### config.mk
export PLATFORM = sky130hd
export DESIGN_NAME = dma_regfile
export DESIGN_NICKNAME = d
export VERILOG_FILES = /design/src/rtl/dma_regfile.sv
export SDC_FILE = /design/constraint.sdc
export NUM_CORES = 1
export LEC_CHECK = 0
export BUFFER_PORTS_ARGS = -buffer_cell sky130_fd_sc_hd__buf_4
export CAP_MARGIN = 40
export CORE_MARGIN = 3
export CORE_UTILIZATION = 40
export CTS_CLUSTER_SIZE = 25
export DETAILED_ROUTE_END_ITERATION = 12
export PLACE_DENSITY = 0.64
export SKIP_CTS_REPAIR_TIMING = 1
export SLEW_MARGIN = 20
export SYNTH_ARGS = -nofsm -noshare
export SYNTH_HDL_FRONTEND = slang
export SYNTH_SLANG_ARGS = --single-unit
### constraint.sdc
create_clock -name clk -period 4.1 [get_ports clk]
set_input_delay 0 -clock clk [delete_from_list [all_inputs] [get_ports clk]]
set_output_delay 0 -clock clk [all_outputs]
set_load 0.01 [all_outputs]
### src/rtl/dma_regfile.sv
module dma_regfile (
  input  logic        clk,
  input  logic        rst_n,
  input  logic        wr_en,
  input  logic        rd_en,
  input  logic [3:0]  addr,
  input  logic [7:0]  wdata,
  output logic [7:0]  rdata,
  output logic [3:0]  chan_mask,
  output logic [23:0] chan_mode,
  output logic [63:0] base_addr,
  output logic [63:0] cur_addr,
  output logic [63:0] base_cnt,
  output logic [63:0] cur_cnt,
  output logic [7:0]  cmd_out,
  output logic [3:0]  req_out
);
  localparam int NCH = 4;

  logic [15:0] ba [NCH];
  logic [15:0] ca [NCH];
  logic [15:0] bc [NCH];
  logic [15:0] cc [NCH];
  logic [5:0]  mode [NCH];
  logic        ptr;

  wire       is_ch = ~addr[3];
  wire [1:0] ch    = addr[2:1];
  wire [1:0] sel   = wdata[1:0];

  always_ff @(posedge clk) begin
    if (!rst_n) begin
      ptr       <= 1'b0;
      chan_mask <= '1;
      cmd_out   <= '0;
      req_out   <= '0;
      for (int i = 0; i < NCH; i++) begin
        ba[i] <= '0; ca[i] <= '0; bc[i] <= '0; cc[i] <= '0; mode[i] <= '0;
      end
    end else begin
      if ((wr_en || rd_en) && is_ch) ptr <= ~ptr;
      if (wr_en) begin
        if (is_ch) begin
          if (!addr[0]) begin
            if (ptr) begin ba[ch][15:8] <= wdata; ca[ch][15:8] <= wdata; end
            else     begin ba[ch][7:0]  <= wdata; ca[ch][7:0]  <= wdata; end
          end else begin
            if (ptr) begin bc[ch][15:8] <= wdata; cc[ch][15:8] <= wdata; end
            else     begin bc[ch][7:0]  <= wdata; cc[ch][7:0]  <= wdata; end
          end
        end else begin
          case (addr[2:0])
            3'd0: cmd_out <= wdata;
            3'd1: req_out[sel] <= wdata[2];
            3'd2: chan_mask[sel] <= wdata[2];
            3'd3: mode[sel] <= wdata[7:2];
            3'd4: ptr <= 1'b0;
            3'd5: begin
              ptr       <= 1'b0;
              chan_mask <= '1;
              cmd_out   <= '0;
              req_out   <= '0;
            end
            3'd6: chan_mask <= '0;
            default: chan_mask <= wdata[3:0];
          endcase
        end
      end
    end
  end

  always_comb begin
    rdata = '0;
    if (rd_en) begin
      if (is_ch) begin
        if (addr[0]) rdata = ptr ? cc[ch][15:8] : cc[ch][7:0];
        else         rdata = ptr ? ca[ch][15:8] : ca[ch][7:0];
      end else if (addr[2:0] == 3'd0) begin
        rdata = {req_out, 4'b0000};
      end
    end
  end

  for (genvar g = 0; g < NCH; g++) begin : g_out
    assign chan_mode[6*g +: 6]  = mode[g];
    assign base_addr[16*g +: 16] = ba[g];
    assign cur_addr[16*g +: 16]  = ca[g];
    assign base_cnt[16*g +: 16]  = bc[g];
    assign cur_cnt[16*g +: 16]   = cc[g];
  end
endmodule

==> impl_results.md <==
* Final count of pins violating max slew at 0
* Power Density at 383 nW/um2
* Pre-antenna DRT Iters at 5
* Int Power at 0.00318 W
* Antenna violations before repair at 0
* CTS clock-pin slew for the worst setup and hold paths at about 0.06 ns
* Netlist cell types at 49
* Switching Share at 0.257
* Vias in the first global route at ~6000
* Critical path arrival at around 2.7 ns
* Minimum clock period at about 2.6 ns
* Hold Path Class: primary input to flop
* DR iter-0 viols at 589
* Routed vias/inst at approximately 5.3
* Fin nets at roughly 900
* Final period util at 0.632
* Number of port buffers at between 300 and 400
* Total number of vias at about 6200
* Post-synthesis mux area share at 0.0999
* Compound-Gate Fraction of Synth Area at 0.0450
* Gate power share at 0.132
* Final core occ at 0.510
* Violated checks: negative hold slack
* Outcome: complete, but fails checks
* Top-Level Pins at between 300 and 400
* Synth top area cells: edfxtp_1, buf_4, and2_1
* Worst slew pin tran at slightly below 0.8 ns
* EDFF count, synth at 152
* Final Setup Violations at 0
* Post-route setup slack at 1.51 ns
* Clock power frac at 0.393
* Combinational family with the most area after synthesis: simple AND/OR/NAND/NOR gates
* RSZ-0062 raised after global routing: false
* Drt drc at 0
* Worst EP required at about 4.2 ns
* Hold_ws at -0.0286 ns
* Total grt overflow at 0
* Final Skew at between 0.005 and 0.006 ns
* Final hold vios at 1
* Synthesis-to-finish area growth at 25.2%
* Setup TNS Final at 0 ns
* Power Total at between 0.004 and 0.005 W
* Fraction of final layout cells sized beyond drive strength 1 at 0.455
* Die X at around 160 um
* Flop pwr share at 0.474
* Cell Rows at 54
* Cells after synthesis at 707
* Ys async rst share at 0
* Clock root cell: clkbuf_16
* Dpl cells at about 1100
* CTS Buf Count at 17
* Commonest non-fill, non-tap cell in the layout: buf_4
* Sw power at 0.00110 W
* Synth Net Count at ~720
* # diodes at 0
* Syn avg cell area at 12.6 um2
* Post-Synthesis Cell Area at slightly below 9000 um2
* Synth Area in Simple Gates at 0.163
* Slew HR at 0.478
* Routed Antenna Nets at 0
* Cell taking the most area after synthesis: edfxtp_1
* Worst skew pair latency at approximately 0.43 ns
* FMAX at 386 MHz
* CTS tree: yes
* All-Layer GR Usage at 0.226
* Max Cap Violations at 0
* CTS Buffer Depth at 2
* Register bit total from synthesis at ~170
* Worst Path Max Fanout at 13
* H-tree lvl count at 4
* Critical setup path kind: flop to flop
* Synth Flop Type: edfxtp_1
* Core ar. at between 20000 and 25000 um2
* DP Worst Slack at 1.46 ns
* Routed wire length at 28.4 mm
* Area of the die at roughly 24000 um2
* # clock sinks at roughly 170
* Lkg Pwr at ~4.7 nW
* Top cell type's share of synthesized area at 0.512
* Fin cells at approximately 1200
* Synth Area in XOR/XNOR at 0.000982
* Fillcell total at 1971
* Synth Area in Adders at 0
* Critical Path End Type: flop
* DR WL/cell at around 24 um
* Most frequent cells in the layout: buf_4, edfxtp_1, and2_1, nor2_1
* Largest net degree at the start of global routing at a little over 60
* Ys Warns at 0
* Global-route wire length before repair at 39.9 mm
* Startpoint types: flop
* Die height at about 160 um
* Post-DP HPWL at about 21 mm
* Initial core utilization at 0.407
* Maximum VDD drop at 0.000285 V
* GP Congestion at 0.818
* Post-synthesis sequential area ratio at 0.550
## sequential cells by signal, summed over array words and instances (netlist names)
name and cells:
bc 56, chan_mask 4, ca 40, ba 24, ptr 1, mode 24
cmd_out 8, req_out 4, cc 8
## worst max-delay path, cell delays in order (launching register included)
cell      delay, ns
dfxtp_1        0.60
inv_1          0.44
or3_1          0.48
nor3_2         0.34
nand2b_1       0.39
## metal layers
layer / routed length [um] / global-route usage / vias up
met5: 0 / 0 / -
met1: 11100 / 0.290 / 3117
li1: - / - / 2742
met3: 2580 / 0.0506 / 25
met2: 14300 / 0.390 / 348
met4: 416 / 0.0563 / 0
## metrics by stage
stage	hold WS, ns	instance area, um2
floorplan	0.178	8920
global placement	0.379	10500
detailed placement	0.397	10500
CTS	-0.0500	11100
global route	0.0139	11200
finish	-0.0286	11200
## path summary, 6_finish.rpt
| check | start | end | slack (ns) | depth (start not counted) |
|---|---|---|---|---|
| max reg2reg | ptr | ba[2][13] | 1.51 | 4 |
| max | ptr | ba[2][13] | 1.51 | 4 |
| min | rd_en | ptr | -0.03 | 4 |
| min reg2reg | chan_mask[3] | chan_mask[3] | 0.51 | 2 |
## power groups by stage
| stage | sequential (W) | clock [W] | combinational [W] |
|---|---|---|---|
| after detailed placement | 0.00207 | 0 | 0.000566 |
| after global routing | 0.00204 | 0.00176 | 0.000601 |
| final | 0.00203 | 0.00168 | 0.000566 |
| after floorplan | 0.00206 | 0 | 0.000314 |
| after global placement | 0.00207 | 0 | 0.000557 |
| after CTS | 0.00203 | 0.00169 | 0.000568 |
## synth_stat cells, drive strengths merged (9+ instances only)
cell type	number
nor2b	12
mux4	26
nor4	9
buf	149
edfxtp	152
a21oi	9
clkbuf	23
nor2	32
nor3	18
and2	111
nand2	22
o21ai	21
inv	11
dfxtp	17
mux2i	26
nand2b	14
## area by class of cell
class                   instances  area, um2  share of cell area
clock inverters                14        185              0.0166
inverters                      11       41.3             0.00370
well taps                     280        350              0.0314
multi-input cells             355       2780               0.249
repair buffers                329       2470               0.222
clock buffers                  18        429              0.0384
flip-flops and latches        169       4900               0.439
## logic make-up after synthesis
group,after synthesis
AO/OA/AOI/OAI,62
flip-flops,169
AND/OR/NAND/NOR,236
multiplexers,56
buffers and inverters,183
XOR/XNOR,1
Power figures use the tool's default switching activity.
